<file path="src/rtl/afe_pkg.sv">
// Shared types and helpers for the serial frame engine.
// Assumes the control register layout given in the brief (sync mode at bit 0).
package afe_pkg;

    typedef struct packed {
        logic mp;       // [5] multiprocessor marker instead of parity
        logic stop2;    // [4] two stop bits on transmit
        logic par_odd;  // [3] odd parity polarity
        logic par_en;   // [2] parity enable
        logic len7;     // [1] 7-bit characters
        logic sync;     // [0] clocked synchronous shift mode
    } afe_cfg_t;

    localparam int CFG_W = $bits(afe_cfg_t);

    // Parity bit for the given data and polarity (even: XOR of data).
    function automatic logic par_bit(input logic [7:0] d, input logic odd);
        return (^d) ^ odd;
    endfunction

endpackage

</file>
<file path="src/rtl/afe_ctrl_reg.sv">
// Frame format control register.
// Loads the whole register on a write strobe and resets to all zeros.
module afe_ctrl_reg
    import afe_pkg::*;
(
    input  logic                 clk,
    input  logic                 rst_n,
    input  logic                 wr,
    input  logic [CFG_W-1:0]     wdata,
    output afe_cfg_t             cfg
);

    afe_cfg_t cfg_q;

    // Holds the format bits; cleared by reset, replaced on write.
    always_ff @(posedge clk) begin
        if (!rst_n)  cfg_q <= '0;
        else if (wr) cfg_q <= afe_cfg_t'(wdata);
    end

    assign cfg = cfg_q;


    cfg_reset_chk: assert property (@(posedge clk) disable iff (!rst_n)
        $rose(rst_n) |-> (cfg_q == '0));

endmodule

</file>
<file path="src/rtl/afe_tx.sv">
// Transmit serializer.
// Builds the whole frame when a byte is accepted and shifts it out LSB first,
// one bit per OS_RATE oversample ticks. In sync mode it sends 8 bare bits,
// drives the shift clock and issues mid-bit sample strobes for the receiver.
// Assumes the control register stays steady while a character is in flight.
module afe_tx
    import afe_pkg::*;
#(
    parameter int OS_RATE = 16,
    parameter int FRAME_W = 12
) (
    input  logic       clk,
    input  logic       rst_n,
    input  logic       os_tick,
    input  afe_cfg_t   cfg,
    input  logic       wr,
    input  logic [7:0] data,
    input  logic       mpb,
    output logic       txd,
    output logic       busy,
    output logic       sclk,
    output logic       smp_stb,
    output logic       smp_last
);

    localparam int CW   = $clog2(OS_RATE);
    localparam int NW   = $clog2(FRAME_W + 1);
    localparam int HALF = OS_RATE / 2;

    logic [FRAME_W-1:0] frame_q, frame_d;
    logic [NW-1:0]      left_q, nbits_d;
    logic [CW-1:0]      tick_q;
    logic               busy_q, sync_q;
    logic [3:0]         nd;
    logic               extra, xbit;
    logic [7:0]         dmask;

    // Frame builder: start, data, optional parity or marker, stop bits.
    always_comb begin
        nd      = cfg.sync ? 4'd8 : (cfg.len7 ? 4'd7 : 4'd8);
        dmask   = (cfg.len7 && !cfg.sync) ? {1'b0, data[6:0]} : data;
        extra   = !cfg.sync && (cfg.mp || cfg.par_en);
        xbit    = cfg.mp ? mpb : par_bit(dmask, cfg.par_odd);
        frame_d = '1;
        if (cfg.sync) begin
            frame_d[7:0] = data;
            nbits_d      = NW'(8);
        end else begin
            frame_d[0] = 1'b0;
            for (int i = 0; i < 8; i++)
                if (i < int'(nd)) frame_d[i+1] = data[i];
            if (extra) frame_d[nd+4'd1] = xbit;
            nbits_d = NW'(1) + NW'(nd) + NW'(extra) + (cfg.stop2 ? NW'(2) : NW'(1));
        end
    end

    // Accepts a byte when idle, then shifts one bit per bit period.
    always_ff @(posedge clk) begin
        if (!rst_n) begin
            frame_q <= '1;
            left_q  <= '0;
            tick_q  <= '0;
            busy_q  <= 1'b0;
            sync_q  <= 1'b0;
        end else if (!busy_q) begin
            if (wr) begin
                frame_q <= frame_d;
                left_q  <= nbits_d;
                tick_q  <= '0;
                busy_q  <= 1'b1;
                sync_q  <= cfg.sync;
            end
        end else if (os_tick) begin
            if (tick_q == CW'(OS_RATE - 1)) begin
                tick_q  <= '0;
                frame_q <= {1'b1, frame_q[FRAME_W-1:1]};
                left_q  <= left_q - NW'(1);
                if (left_q == NW'(1)) busy_q <= 1'b0;
            end else begin
                tick_q <= tick_q + CW'(1);
            end
        end
    end

    assign txd      = busy_q ? frame_q[0] : 1'b1;
    assign busy     = busy_q;
    assign sclk     = !(busy_q && sync_q) || (tick_q >= CW'(HALF));
    assign smp_stb  = busy_q && sync_q && os_tick && (tick_q == CW'(HALF - 1));
    assign smp_last = smp_stb && (left_q == NW'(1));


    start_bit_chk: assert property (@(posedge clk) disable iff (!rst_n)
        ($rose(busy_q) && !sync_q) |-> !txd);


    busy_end_chk: assert property (@(posedge clk) disable iff (!rst_n)
        $fell(busy_q) |-> ($past(left_q) == NW'(1)));


    sclk_idle_chk: assert property (@(posedge clk) disable iff (!rst_n)
        !busy_q |-> sclk);

endmodule

</file>
<file path="src/rtl/afe_rx.sv">
// Receive deserializer.
// Async mode: synchronizes the line, finds a falling edge, confirms the start
// bit half a bit later, then samples every bit at its centre. Only the first
// stop bit is examined. Sync mode: shifts the line on strobes from the
// transmitter and reports after 8 bits.
// Assumes the control register stays steady while a character is in flight.
module afe_rx
    import afe_pkg::*;
#(
    parameter int OS_RATE = 16
) (
    input  logic       clk,
    input  logic       rst_n,
    input  logic       os_tick,
    input  afe_cfg_t   cfg,
    input  logic       rxd,
    input  logic       smp_stb,
    input  logic       smp_last,
    output logic       valid,
    output logic [7:0] data,
    output logic       mpb,
    output logic       par_err,
    output logic       frm_err
);

    localparam int CW   = $clog2(OS_RATE);
    localparam int HALF = OS_RATE / 2;

    typedef enum logic [2:0] {RX_IDLE, RX_START, RX_DATA, RX_EXTRA, RX_STOP} rx_state_t;

    rx_state_t  st_q;
    logic       s1_q, s2_q, prev_q;
    logic [CW-1:0] cnt_q;
    logic [3:0] left_q;
    logic [7:0] sh_q;
    logic       x_q;
    afe_cfg_t   fmt_q;
    logic [7:0] dbits;
    logic       mid;

    // Two-stage synchronizer and per-tick line history.
    always_ff @(posedge clk) begin
        if (!rst_n) begin
            s1_q   <= 1'b1;
            s2_q   <= 1'b1;
            prev_q <= 1'b1;
        end else begin
            s1_q <= rxd;
            s2_q <= s1_q;
            if (os_tick) prev_q <= s2_q;
        end
    end

    assign dbits = fmt_q.len7 ? {1'b0, sh_q[7:1]} : sh_q;
    assign mid   = os_tick && (cnt_q == CW'(OS_RATE - 1));

    // Character state machine and result registers.
    always_ff @(posedge clk) begin
        if (!rst_n) begin
            st_q    <= RX_IDLE;
            cnt_q   <= '0;
            left_q  <= '0;
            sh_q    <= '0;
            x_q     <= 1'b0;
            fmt_q   <= '0;
            valid   <= 1'b0;
            data    <= '0;
            mpb     <= 1'b0;
            par_err <= 1'b0;
            frm_err <= 1'b0;
        end else begin
            valid <= 1'b0;
            if (cfg.sync) begin
                st_q <= RX_IDLE;
                if (smp_stb) begin
                    sh_q <= {s2_q, sh_q[7:1]};
                    if (smp_last) begin
                        valid   <= 1'b1;
                        data    <= {s2_q, sh_q[7:1]};
                        mpb     <= 1'b0;
                        par_err <= 1'b0;
                        frm_err <= 1'b0;
                    end
                end
            end else begin
                case (st_q)
                    RX_IDLE: if (os_tick && prev_q && !s2_q) begin
                        st_q  <= RX_START;
                        cnt_q <= '0;
                    end
                    RX_START: if (os_tick) begin
                        if (cnt_q == CW'(HALF - 1)) begin
                            cnt_q  <= '0;
                            st_q   <= s2_q ? RX_IDLE : RX_DATA;
                            fmt_q  <= cfg;
                            left_q <= cfg.len7 ? 4'd7 : 4'd8;
                        end else begin
                            cnt_q <= cnt_q + CW'(1);
                        end
                    end
                    RX_DATA: if (mid) begin
                        cnt_q  <= '0;
                        sh_q   <= {s2_q, sh_q[7:1]};
                        left_q <= left_q - 4'd1;
                        if (left_q == 4'd1)
                            st_q <= (fmt_q.mp || fmt_q.par_en) ? RX_EXTRA : RX_STOP;
                    end else if (os_tick) cnt_q <= cnt_q + CW'(1);
                    RX_EXTRA: if (mid) begin
                        cnt_q <= '0;
                        x_q   <= s2_q;
                        st_q  <= RX_STOP;
                    end else if (os_tick) cnt_q <= cnt_q + CW'(1);
                    RX_STOP: if (mid) begin
                        cnt_q   <= '0;
                        st_q    <= RX_IDLE;
                        valid   <= 1'b1;
                        data    <= dbits;
                        mpb     <= fmt_q.mp ? x_q : 1'b0;
                        par_err <= !fmt_q.mp && fmt_q.par_en &&
                                   (par_bit(dbits, fmt_q.par_odd) != x_q);
                        frm_err <= !s2_q;
                    end else if (os_tick) cnt_q <= cnt_q + CW'(1);
                    default: st_q <= RX_IDLE;
                endcase
            end
        end
    end


    valid_pulse_chk: assert property (@(posedge clk) disable iff (!rst_n)
        valid |=> !valid);


    mp_no_parity_chk: assert property (@(posedge clk) disable iff (!rst_n)
        (valid && fmt_q.mp && !cfg.sync) |-> !par_err);


    len7_msb_chk: assert property (@(posedge clk) disable iff (!rst_n)
        (valid && fmt_q.len7 && !cfg.sync) |-> !data[7]);

endmodule

</file>
<file path="src/rtl/async_frame_engine.sv">
// Top level of the configurable serial frame engine.
// Ties the control register, transmitter and receiver together; the
// receiver borrows the transmitter's bit timing in synchronous mode.
module async_frame_engine
    import afe_pkg::*;
#(
    parameter int OS_RATE = 16
) (
    input  logic       clk,
    input  logic       rst_n,
    input  logic       os_tick,
    input  logic       cfg_wr,
    input  logic [5:0] cfg_wdata,
    input  logic       tx_wr,
    input  logic [7:0] tx_data,
    input  logic       tx_mpb,
    output logic       tx_busy,
    output logic       txd,
    output logic       sclk,
    input  logic       rxd,
    output logic       rx_valid,
    output logic [7:0] rx_data,
    output logic       rx_mpb,
    output logic       rx_par_err,
    output logic       rx_frm_err
);

    afe_cfg_t cfg;
    logic     smp_stb, smp_last;

    afe_ctrl_reg u_ctrl (
        .clk   (clk),
        .rst_n (rst_n),
        .wr    (cfg_wr),
        .wdata (cfg_wdata),
        .cfg   (cfg)
    );

    afe_tx #(.OS_RATE(OS_RATE)) u_tx (
        .clk      (clk),
        .rst_n    (rst_n),
        .os_tick  (os_tick),
        .cfg      (cfg),
        .wr       (tx_wr),
        .data     (tx_data),
        .mpb      (tx_mpb),
        .txd      (txd),
        .busy     (tx_busy),
        .sclk     (sclk),
        .smp_stb  (smp_stb),
        .smp_last (smp_last)
    );

    afe_rx #(.OS_RATE(OS_RATE)) u_rx (
        .clk      (clk),
        .rst_n    (rst_n),
        .os_tick  (os_tick),
        .cfg      (cfg),
        .rxd      (rxd),
        .smp_stb  (smp_stb),
        .smp_last (smp_last),
        .valid    (rx_valid),
        .data     (rx_data),
        .mpb      (rx_mpb),
        .par_err  (rx_par_err),
        .frm_err  (rx_frm_err)
    );

endmodule

</file>
<file path="config.mk">
export PLATFORM = sky130hd
export DESIGN_NAME = async_frame_engine
export DESIGN_NICKNAME = d
export VERILOG_FILES = /design/src/rtl/afe_pkg.sv /design/src/rtl/afe_ctrl_reg.sv /design/src/rtl/afe_tx.sv /design/src/rtl/afe_rx.sv /design/src/rtl/async_frame_engine.sv
export SDC_FILE = /design/constraint.sdc
export NUM_CORES = 1
export LEC_CHECK = 0
export BUFFER_PORTS_ARGS = -buffer_cell sky130_fd_sc_hd__buf_2
export CAP_MARGIN = 5
export CORE_UTILIZATION = 45
export DETAILED_ROUTE_END_ITERATION = 7
export GPL_TIMING_DRIVEN = 1
export PLACE_DENSITY_LB_ADDON = 0.15
export REMOVE_ABC_BUFFERS = 1
export SLEW_MARGIN = 20
export SYNTH_ARGS = -nofsm -noshare
export SYNTH_HDL_FRONTEND = slang
export SYNTH_SLANG_ARGS = --single-unit
</file>
<file path="constraint.sdc">
create_clock -name clk -period 1.8 [get_ports clk]
set_clock_uncertainty 0.05 [all_clocks]
set_input_delay 0.18 -clock clk [delete_from_list [all_inputs] [get_ports clk]]
set_output_delay 0.18 -clock clk [all_outputs]
set_load 0.02 [all_outputs]
</file>
After elaboration in Yosys (flattened, before gate mapping):

Cells that the tools add are included.

* add/subtract/negate cells: 7
* $lt $le $gt $ge: 11
* equal/unequal tests: 23
* mux-type cells: 93
* bitwise gates (word level): 5
* reductions and logical operators: 40

Operator list (count)
* $mux 8: 12
* $mux 4: 20
* $mux 12: 5
* $mux 1: 41
* $mux 3: 8
* $lt 3x4->1 const A: 4
* $reduce_xor 8->1: 2
* $pmux 3 s5: 1
* $ne 2x1->1 const B: 7
* $add 4x1->4 const B: 3
* $bwmux 12: 1
* $logic_and 1x1->1: 12
* $pmux 4 s3: 1
* $reduce_and 5->1: 2
* $reduce_bool 2->1: 5
* $reduce_and 3->1: 3
* $eq 4x1->1 const B: 2
* $eq 4x3->1 const B: 2
* $eq 4x4->1 const B: 2
* $lt 1x4->1 const A: 2
* $lt 2x4->1 const A: 2
* $ne 2x2->1 const B: 4
* $pmux 4 s2: 1
* $reduce_and 4->1: 2
* other kinds (23): 35

* register bits: 67
* input bits: 21
* output and inout bits: 15
* word-level logic and storage cells: 207

Longest topological paths before layout:

Gate-level depths: netlist (run 1).

* word-level depth: 12
* gate-level depth with buffers: 8
* gate-level depth less buffers: 8

Cells and area by module:

From an unflattened synthesis (run 1), not the netlist that was laid out.

* cell total of the unflattened synthesis: 404
* area total of the unflattened synthesis: 3574.7 µm²

By module, submodules not included
* afe_rx: instances 1, cells an instance 227, area an instance 2023.2 µm², seq. area each 780.7 µm²
* afe_tx: instances 1, cells an instance 158, area an instance 1322.5 µm², seq. area each 400.4 µm²
* afe_ctrl_reg: instances 1, cells an instance 19, area an instance 229.0 µm², seq. area each 120.1 µm²

Worst setup path after synthesis (run 1):

Ideal clock, no wire load.

* path kind: register to register
* start: register u_ctrl.cfg_q (netlist bit u_ctrl.cfg[0])
* end: register u_tx.left_q[1]
* setup time: 0.128 ns
* arrival time: 1.656 ns
* data required time: 1.622 ns
* setup slack: -0.033 ns
* cell stages (with the launch flop): 9
* path buffers: 1
* clock period less this slack: 1.833 ns
* path through: dfxtp_1 buf_2 nor2_1 fa_1 ha_1 a21oi_1 a211oi_1 a21oi_1 nor2_1

* longest elaborated chain between the ends: 7
* elaborated cells between the ends (all ways): 9
* classes of those cells: 3 x add/sub; 4 x mux; 2 x reduce/logical

RTL lines
* start, declared: RTL line afe_ctrl_reg.sv:13 `afe_cfg_t cfg_q;`
* start signal, assigned: RTL line afe_ctrl_reg.sv:18 `else if (wr) cfg_q <= afe_cfg_t'(wdata);`
* $mux 4 or $logic_not 1->1 (tied branches): RTL line afe_tx.sv:40, afe_tx.sv:42
* $add 4x1->4 or $logic_and 1x1->1 (tied branches): RTL line afe_tx.sv:53, afe_tx.sv:42
* $add 4x1->4: RTL line afe_tx.sv:53 `nbits_d = NW'(1) + NW'(nd) + NW'(extra) + (cfg.stop2 ? NW'(2) : NW'(1));`
* $add 4x4->4: RTL line afe_tx.sv:53
* $mux 4 *: RTL line afe_tx.sv:45 `if (cfg.sync) begin`
* $mux 4 *: RTL line afe_tx.sv:66 `if (wr) begin`
* $mux 4 *: RTL line afe_tx.sv:65 `end else if (!busy_q) begin`
* end signal, assigned: RTL line afe_tx.sv:68 `left_q <= nbits_d;`
* end signal, assigned: RTL line afe_tx.sv:77 `left_q <= left_q - NW'(1);`
* end, declared: RTL line afe_tx.sv:31 `logic [NW-1:0] left_q, nbits_d;`

Every way passes the cells marked *; elsewhere a longest branch is shown, timed or not. The select of a mux whose other input is x is not followed.
A chain may end at the register's enable or synchronous reset.

Final worst setup path (run 1):

* start: register u_rx.cnt_q[1]
* end: register u_rx.data[0]

* longest elaborated chain between the ends: 4

RTL lines
* start, declared: RTL line afe_rx.sv:33 `logic [CW-1:0] cnt_q;`
* start signal, assigned: RTL line afe_rx.sv:98 `cnt_q <= cnt_q + CW'(1);`
* start signal, assigned: RTL line afe_rx.sv:107 `end else if (os_tick) cnt_q <= cnt_q + CW'(1);`
* start signal, assigned: RTL line afe_rx.sv:112 `end else if (os_tick) cnt_q <= cnt_q + CW'(1);`
* $eq 4x4->1: RTL line afe_rx.sv:55 `assign mid = os_tick && (cnt_q == CW'(OS_RATE - 1));`
* $logic_and 1x1->1: RTL line afe_rx.sv:55
* $reduce_bool 2->1 (no line)
* $reduce_and 4->1 (no line)
* end signal, assigned: RTL line afe_rx.sv:79 `data <= {s2_q, sh_q[7:1]};`
* end signal, assigned: RTL line afe_rx.sv:117 `data <= dbits;`
* end, declared: RTL line afe_rx.sv:20 `output logic [7:0] data,`

No other way between the ends.

==> results of run 1 <==
==> metrics by stage <==
step	total power [mW]	TNS, ns
floorplan	1.76	-9.10
global placement	1.91	0
detailed placement	1.92	0
CTS	3.15	0
global route	3.27	-0.0482
finish	3.13	0
==> worst min-delay path by stage <==
stage | startpoint | to | slack, ns | cells after the start
floorplan | rst_n | u_rx.prev_q | 0.19 | 1
global placement | rxd | u_rx.s1_q | 0.31 | 2
detailed placement | rxd | u_rx.s1_q | 0.34 | 2
CTS | cfg_wdata[3] | u_ctrl.cfg[3] | 0.03 | 3
global route | cfg_wdata[2] | u_ctrl.cfg[2] | 0.04 | 3
finish | cfg_wdata[3] | u_ctrl.cfg[3] | 0.04 | 3
==> routing by layer <==
| layer | vias up | GRT usage, % | wire length, um |
|---|---|---|---|
| met3 | 8 | 3.62 | 291 |
| li1 | 1522 | - | - |
| met2 | 55 | 33.7 | 3900 |
| met4 | 0 | 7.66 | 70 |
| met1 | 1437 | 24.9 | 3800 |
| met5 | - | 0 | 0 |
==> synth_stat cells, types with 2 or more instances <==
cell / n
nand4_1: 5
nand3_1: 11
o21ai_1: 16
nor2_1: 65
dfxtp_1: 65
nor3b_1: 6
clkbuf_1: 8
mux2i_1: 38
buf_6: 6
nand2b_1: 11
and3_1: 4
inv_1: 13
mux2_2: 7
buf_1: 2
nand2_1: 13
a311oi_1: 2
a211oi_1: 11
or3_1: 3
nor3_1: 3
a22oi_1: 2
a21oi_1: 19
o21ai_0: 10
buf_2: 6
ha_1: 8
a31oi_1: 6
a21boi_1: 2
nor3b_2: 2
xor2_1: 4
nand3b_1: 5
xnor2_1: 13
nor2b_1: 9
==> area by class of cell <==
cell class              count  area (um2)  area share, %
clock buffers              10         138           3.17
clock inverters             5        56.3           1.30
inverters                  13        48.8           1.12
multi-input cells         299        2110           48.5
flip-flops and latches     65        1310           30.2
well taps                  99         124           2.85
repair buffers             77         561           12.9
==> logic make-up (layout without fill, tap and decap cells) <==
logic type / after synthesis / after routing / share of synthesized area, %
AO/OA/AOI/OAI: 79 / 79 / 14.8
buffers and inverters: 36 / 105 / 5.40
AND/OR/NAND/NOR: 148 / 148 / 21.9
XOR/XNOR: 18 / 18 / 4.84
flip-flops: 65 / 65 / 36.7
adder cells (fa/ha/maj): 9 / 9 / 3.39
multiplexers: 45 / 45 / 13.0
==> worst register-to-register path, stage by stage, from the launching register on <==
cell and delay (ns):
dfxtp_2 0.34, ha_4 0.16, and4b_4 0.21, and3_4 0.17, a31oi_4 0.28, clkbuf_16 0.22, mux2i_1 0.17, nor2_1 0.06
==> cell usage in the layout, fill, tap and decap left out, types with 7 or more instances in the layout <==
master,count
a21oi_1,18
nand2b_1,10
nand2_1,12
mux2i_1,38
a211oi_1,11
buf_4,36
xnor2_1,13
clkbuf_8,10
nor2b_1,9
o21ai_1,15
o21ai_0,10
inv_1,13
mux2_2,7
nor2_1,64
buf_2,35
dfxtp_1,60
nand3_1,11
==> report_power, final <==
group	internal [mW]	switching, mW	total, mW
logic	0.185	0.207	0.392
registers	1.48	0.0308	1.51
clock network	0.667	0.560	1.23
total	2.33	0.798	3.13
==> repair_timing <==
item,in CTS,in global routing
endpoints found under the hold margin,1,0
setup endpoints to repair,0,24
setup buffers,0,4
gates resized for setup,0,17
hold buffers,1,0
==> sequential cells by signal, indices dropped and copies added (netlist names), 3 cells and up <==
| name | flops |
|---|---|
| u_rx.data | 8 |
| u_tx.tick_q | 4 |
| u_rx.cnt_q | 4 |
| u_ctrl.cfg | 6 |
| u_rx.sh_q | 8 |
| u_rx.left_q | 4 |
| u_rx.fmt_q | 4 |
| u_tx.frame_q | 10 |
| u_tx.left_q | 4 |
| u_rx.st_q | 3 |
==> flow_metrics.py, run 1 <==
metrics = {
    "critical_path": {
        "critPathBufInv": 1,
        "arrival_ns": 1.94,
        "cp_top_family": "simple AND/OR/NAND/NOR gates",
        "worstSetupEndpoint": "u_rx.data[0]",
        "crit_path_end_kind": "register",
        "crit_path_max_incr_delay_ns": 0.34,
        "critPathMaxFanout": 5,
        "cp-start-kind": "register",
        "r2r-start": "u_rx.cnt_q[1]",
        "critical_path_depth": 7,
        "cp_slowest_cell": "dfxtp_2",
        "critPathLaunch": "u_rx.cnt_q[1]",
        "reg2reg_to": "u_rx.data[0]",
        "reg2regPathDepth": 7,
        "required_ns": 1.97,
        "critPathKind": "reg2reg",
        "r2r_setup_slack_ns": 0.02,
        "cp_cell_sequence": "ha_4 > and4b_4 > and3_4 > a31oi_4 > clkbuf_16 > mux2i_1 > nor2_1",
    },
    "logic_synthesis": {
        "synth_area_um2": 3540,
        "ys_async_sr_fraction_pct": 0,
        "synthCells": 400,
        "synth-edff-count": 0,
        "yosysTopAreaCell": "dfxtp_1",
        "synth_area_leaders": "dfxtp_1, mux2i_1, nor2_1",
        "synth.ff_latch_count": 65,
        "syn_area_per_cell_um2": 8.86,
        "synth.yosys.warnings": 0,
        "ys.flop_type": "dfxtp_1",
        "yosys.area.top_type_share_pct": 36.7,
        "ys_seq_area_share_pct": 36.7,
        "synth_cell_type_count": 56,
    },
    "timing": {
        "slew_headroom_pct": 75.3,
        "min_period_ns": 1.78,
        "hold_slack_ns": 0.0422,
        "hold_viol": 0,
        "postLayoutSetupSlackWorst_ns": 0.0211,
        "drv_slew": 0,
        "max_freq_mhz": 562,
        "finalSetupViolCount": 0,
        "min_period_over_period_pct": 98.8,
        "worst_pin_slew_ns": 0.369,
    },
    "floorplan": {
        "core_um2": 7450,
        "io_pins": 36,
        "die_x_um": 90.8,
        "die_h_um": 90.8,
        "die_area_um2": 8240,
        "num_rows": 31,
        "start_util_pct": 47.6,
    },
    "clocking": {
        "clk_pin_slew_worst_paths_ns": 0.07,
        "clock-root-buffer": "clkbuf_8",
        "clk_latency_ns": 0.33,
        "cts_tree": "built",
        "cts.path.max_buffers": 2,
        "cts_buffers": 9,
        "h-tree-depth": 3,
        "clock_sinks": 65,
    },
    "final_layout": {
        "drive_gt1_share_pct": 26.7,
        "areaGrowthSynthToFinish_pct": 22.5,
        "final_area_um2": 4340,
        "antenna_cells": 0,
        "fin_nets": 495,
        "instances_no_fill": 568,
        "utilization_pct": 58.3,
        "fillers": 723,
    },
    "global_routing": {
        "antenna_found_initial": 0,
        "grt_overflow": 0,
        "grt_pass1_wl_um": 13200,
        "grt_max_degree": 30,
        "grt_pass1_vias": 2892,
        "grt_usage_pct": 19.9,
    },
    "placement": {
        "place_area_um2": 4020,
        "place_inst": 547,
        "routabilityCongestion": 0.810,
        "dp_slack_ns": 0.0108,
        "hpwl_um": 5720,
        "numPortBuffers": 35,
    },
    "pwr": {
        "leakage_nw": 1.90,
        "vdd_drop_max_mv": 0.555,
        "power_density_nw_per_um2": 720,
    },
    "detailed_routing": {
        "vias": 3022,
        "drc": 0,
        "via_per_inst": 5.32,
        "ant_nets": 0,
        "first_iter_violations": 138,
        "wire_per_inst_um": 14.2,
        "first_pass_iters": 6,
        "finalWirelength_um": 8060,
    },
    "flow_run": {
        "drv_cap": 0,
    },
    "status": {
        "status": "complete, no violations",
    },
    "hold_path": {
        "hold_class": "in2reg",
    },
}
(Power assumes the default switching activity.)
==> inputs of run 2 (changes only) <==
- PLACE_DENSITY: unset -> 0.72
- PLACE_DENSITY_LB_ADDON: 0.15 -> unset
==> run 2 against run 1 <==
Clock power about the same. Sequential share of layout area increased by 0.33 points. Power increased by 0.27%. Routed wire length decreased by 3.4%. Design area decreased by 1.6%. Sequential cell count unchanged. Via count increased by 0.23%. Setup slack improved by 0.043 ns. First-iteration DRC count increased by 10%. Register-to-register slack improved by 0.04 ns. Maximum frequency increased by 2.5%. Critical path depth unchanged.
==> flow_metrics.py, run 2 (synthesis gave the netlist of run 1 again) <==
metrics = {
    "status": {
        "status": "complete, no violations",
    },
    "placement": {
        "numPortBuffers": 35,
        "routabilityCongestion": 0.856,
        "place_area_um2": 4000,
        "hpwl_um": 5530,
        "dp_slack_ns": -0.0490,
    },
    "critical_path": {
        "reg2reg_to": "u_rx.st_q[1]",
        "critPathKind": "reg2reg",
        "arrival_ns": 1.96,
        "cp-start-kind": "register",
        "reg2regPathDepth": 7,
        "r2r_setup_slack_ns": 0.06,
        "crit_path_end_kind": "register",
        "r2r-start": "u_rx.cnt_q[1]",
        "critPathMaxFanout": 10,
        "required_ns": 2.02,
    },
    "pwr": {
        "swShare_pct": 26.8,
        "vdd_drop_max_mv": 0.530,
        "power_density_nw_per_um2": 733,
        "leakage_nw": 1.88,
        "seqPwrFrac_pct": 48.0,
        "power_switching_uw": 841,
        "clock_power_share_pct": 39.7,
        "pwr-share-comb_pct": 12.2,
        "intPower_mw": 2.29,
    },
    "detailed_routing": {
        "highest_layer": "met4",
        "wire_per_inst_um": 13.8,
        "wl_met2_um": 3650,
        "wl_met3_um": 360,
        "vias": 3029,
        "ant_nets": 0,
        "finalWirelength_um": 7790,
        "first_iter_violations": 152,
        "first_pass_iters": 4,
        "drc": 0,
        "via_per_inst": 5.36,
        "wl_met1_um": 3680,
    },
    "hold_path": {
        "hold_class": "in2reg",
        "hp-start": "cfg_wdata[2]",
        "hold_path_depth": 3,
        "min_to": "u_ctrl.cfg[2]",
    },
    "floorplan": {
        "start_util_pct": 47.6,
        "io_pins": 36,
        "die_h_um": 90.8,
        "num_rows": 31,
        "die_x_um": 90.8,
        "core_um2": 7450,
        "die_area_um2": 8240,
    },
    "timing": {
        "max_freq_mhz": 576,
        "worst_pin_slew_ns": 0.425,
        "hold_viol": 0,
        "min_period_ns": 1.74,
        "finalSetupViolCount": 0,
        "drv_slew": 0,
        "fin_tns_setup_ns": 0,
        "slew_headroom_pct": 71.6,
        "min_period_over_period_pct": 96.4,
        "rsz0062_at_grt": "yes",
        "hold_slack_ns": 0.0240,
        "postLayoutSetupSlackWorst_ns": 0.0641,
    },
    "final_layout": {
        "top_regs": "u_tx.frame_q x10, u_rx.data x8, u_rx.sh_q x8",
        "fillers": 647,
        "final_common_cell": "nor2_1",
        "fin_nets": 491,
        "final_cell_mix": "nor2_1, dfxtp_1, mux2i_1",
        "seq_area_um2": 1300,
        "antenna_cells": 0,
        "largest_register": "u_tx.frame_q",
        "drive_gt1_share_pct": 25.1,
        "final_area_um2": 4280,
        "multi_input_area_um2": 2090,
        "areaGrowthSynthToFinish_pct": 20.6,
        "largest_register_ffs": 10,
    },
    "clocking": {
        "cts_buffers": 9,
        "h-tree-depth": 3,
        "clock_sinks": 65,
        "clk_pin_slew_worst_paths_ns": 0.07,
        "clk_latency_ns": 0.35,
        "clock-root-buffer": "clkbuf_8",
        "cts_tree": "built",
        "cts.path.max_buffers": 2,
    },
    "flow_run": {
        "drv_cap": 0,
    },
    "global_routing": {
        "grt_usage_pct": 20.0,
        "grt_overflow": 0,
        "grt_pass1_vias": 2878,
        "grt_max_degree": 33,
        "grt_pass1_wl_um": 13300,
        "antenna_found_initial": 0,
    },
}
## run 2: changes by cell type in the layout (fill, tap and decap cells not counted), sizes merged
cell and change:
buf -3, clkinv +3, clkbuf -2, clkinvlp -1
## run 2: area by class of cell
cell class | instances | area share [%]
multi-input combinational | 299 | 48.9
sequential | 65 | 30.5
timing repair buffer | 73 | 12.0
clock buffer | 9 | 2.90
tap | 99 | 2.90
clock inverter | 7 | 1.67
inverter | 13 | 1.14
## run 2: layer usage
layer  global-route usage, %  vias to the layer above
met5                       0                        -
li1                        -                     1518
met4                    7.12                        0
met2                    32.7                       70
met1                    26.5                     1431
met3                    3.37                       10
## run 2: metrics by stage
stage                     util, %  cells  total power, mW
after floorplan                 -    377             1.76
after global placement       53.7    546             1.90
after detailed placement     53.7    546             1.90
after CTS                    56.6    563             3.15
after global routing         57.4    565             3.26
final                        57.4    565             3.13
## run 2: power groups by stage
stage / Sequential (mW) / Combinational [mW] / Clock, mW
floorplan: 1.55 / 0.208 / 0
global placement: 1.53 / 0.362 / 0
detailed placement: 1.54 / 0.369 / 0
CTS: 1.50 / 0.374 / 1.27
global route: 1.51 / 0.422 / 1.33
finish: 1.50 / 0.384 / 1.24
## run 2: how the worst max path moves through the flow
stage | startpoint | to | slack, ns | cells past startpoint
6_report | u_rx.cnt_q[1] | u_rx.st_q[1] | 0.06 | 7
5_1_grt | u_rx.cnt_q[1] | u_rx.st_q[1] | -0.03 | 7
4_1_cts | u_ctrl.cfg[2] | u_tx.left_q[1] | 0.04 | 8
3_5_place_dp | u_ctrl.cfg[0] | u_tx.left_q[1] | -0.05 | 7
3_3_place_gp | u_ctrl.cfg[0] | u_tx.left_q[1] | 0.02 | 7
2_1_floorplan | u_tx.busy | u_rx.data[7] | -0.49 | 5
## run 2: critical path, cell delays in order, from the launching register on
cell and delay, ns:
dfxtp_1 0.36, ha_1 0.18, buf_4 0.13, nand4_1 0.12
o21ai_2 0.11, nand2_4 0.11, or4_1 0.48, a21oi_1 0.14
## run 2: repair_timing
action | CTS | global route
setup endpoints to repair | 1 | 9
hold buffers | 1 | 0
endpoints found under the hold margin | 1 | 0
resized for setup | 3 | 7
buffers inserted | 0 | 2
pin swaps | 0 | 2
==> inputs of run 3 (changes only) <==
- PLACE_DENSITY: 0.72 -> 0.7
- clock period: 1.8 -> 2.2 ns (I/O delays scaled with it)
==> run 3 against run 2 <==
Sequential power down 18%. Setup slack better by 0.19 ns. Power down 12%. Clock power about the same. Count of clock-buffer cells in the layout up 1. Non-clock buffer count down 26. Design area down 5.6%. Via count down 3.9%.
==> flow_metrics.py, run 3 (synthesis gave the netlist of run 1 again) <==
metrics = {
    "clocking": {
        "cts_buffers": 9,
        "cts.path.max_buffers": 2,
        "clock-root-buffer": "clkbuf_8",
        "cts_tree": "built",
        "clk_latency_ns": 0.35,
        "clk_pin_slew_worst_paths_ns": 0.08,
        "h-tree-depth": 3,
        "clock_sinks": 65,
        "cts_resized": 0,
    },
    "final_layout": {
        "top_regs": "u_tx.frame_q x10, u_rx.data x8, u_rx.sh_q x8",
        "largest_register_ffs": 10,
        "areaGrowthSynthToFinish_pct": 13.9,
        "antenna_cells": 0,
        "seq_area_um2": 1300,
        "largest_register": "u_tx.frame_q",
        "final_cell_mix": "nor2_1, dfxtp_1, mux2i_1",
        "drive_gt1_share_pct": 18.6,
        "fillers": 715,
        "utilization_pct": 54.2,
        "fin_nets": 465,
        "multi_input_area_um2": 2050,
    },
    "timing": {
        "hold_viol": 0,
        "hold_slack_ns": 0.0463,
        "rsz0062_at_grt": "no",
        "min_period_over_period_pct": 88.4,
        "worst_pin_slew_ns": 0.481,
        "slew_headroom_pct": 67.8,
        "drv_slew": 0,
        "min_period_ns": 1.94,
        "finalSetupViolCount": 0,
        "max_freq_mhz": 514,
    },
    "placement": {
        "routabilityCongestion": 0.815,
        "numPortBuffers": 35,
        "hpwl_um": 5250,
    },
    "floorplan": {
        "core_um2": 7450,
        "die_area_um2": 8240,
        "io_pins": 36,
        "start_util_pct": 47.6,
        "die_x_um": 90.8,
        "num_rows": 31,
        "die_h_um": 90.8,
    },
    "critical_path": {
        "cp-start-kind": "register",
        "required_ns": 2.39,
        "critPathKind": "reg2reg",
        "arrival_ns": 2.13,
        "critPathMaxFanout": 15,
        "crit_path_end_kind": "register",
    },
    "global_routing": {
        "grt_pass1_wl_um": 13100,
        "grt_usage_pct": 19.8,
        "grt_overflow": 0,
        "grt_pass1_vias": 2790,
        "grt_max_degree": 41,
        "antenna_found_initial": 0,
    },
    "detailed_routing": {
        "first_iter_violations": 79,
        "finalWirelength_um": 7460,
        "ant_nets": 0,
        "via_per_inst": 5.40,
        "drc": 0,
        "wire_per_inst_um": 13.8,
        "first_pass_iters": 4,
        "vias": 2911,
    },
    "status": {
        "status": "complete, no violations",
    },
    "pwr": {
        "power_density_nw_per_um2": 681,
        "leakage_nw": 1.74,
        "vdd_drop_max_mv": 0.396,
    },
    "flow_run": {
        "drv_cap": 0,
    },
    "hold_path": {
        "hold_class": "in2reg",
    },
}
-- run 3: where the power goes --
group | leakage, nW | switching (mW) | internal (mW) | total (mW)
combinational | 1.09 | 0.154 | 0.121 | 0.275
clock | 0.121 | 0.481 | 0.758 | 1.24
sequential | 0.528 | 0.0267 | 1.21 | 1.23
total | 1.74 | 0.662 | 2.09 | 2.75
-- run 3: cell type report --
type,instances,area share (%)
flip-flops and latches,65,32.2
inverters,13,1.21
multi-input cells,299,50.8
well taps,99,3.07
repair buffers,47,6.63
clock buffers,10,3.16
clock inverters,6,2.88
-- run 3: routing by layer --
metal | track usage, % | vias up | wire [um]
li1 | - | 1468 | -
met1 | 26.5 | 1380 | 3750
met2 | 30.8 | 53 | 3350
met3 | 4.55 | 10 | 250
met4 | 7.39 | 0 | 106
met5 | 0 | - | 0
-- run 3: worst paths after layout --
| path | from | end | slack, ns | cells past startpoint |
|---|---|---|---|---|
| worst max register to register | u_rx.st_q[1] | u_rx.st_q[2] | 0.26 | 5 |
| worst max-delay path | u_rx.st_q[1] | u_rx.st_q[2] | 0.26 | 5 |
| worst min register to register | u_rx.s1_q | u_rx.s2_q | 0.36 | 1 |
| worst min-delay path | cfg_wdata[5] | u_ctrl.cfg[5] | 0.05 | 3 |
-- run 3: metrics by stage --
| step | cells | setup TNS (ns) | power (mW) | cell area (um2) | setup slack, ns |
|---|---|---|---|---|---|
| CTS | 539 | 0 | 2.77 | 4040 | 0.297 |
| global placement | 522 | 0 | 1.53 | 3780 | 0.312 |
| global route | 539 | 0 | 2.85 | 4040 | 0.141 |
| floorplan | 377 | -0.104 | 1.44 | 3400 | -0.0856 |
| finish | 539 | 0 | 2.75 | 4040 | 0.256 |
| detailed placement | 522 | 0 | 1.53 | 3780 | 0.298 |
-- run 3: worst max-delay path, cell delays in order (launching register included) --
cell and delay, ns:
dfxtp_1 0.62, or3b_1 0.49, a21oi_1 0.32, a21o_1 0.17, or3_1 0.12, a21oi_1 0.05
-- run 3: what timing repair did --
| action | 4_1_cts | 5_1_grt |
|---|---|---|
| hold buffers | 1 | 0 |
| setup buffers | 0 | 0 |
| hold endpoints to repair | 1 | 0 |
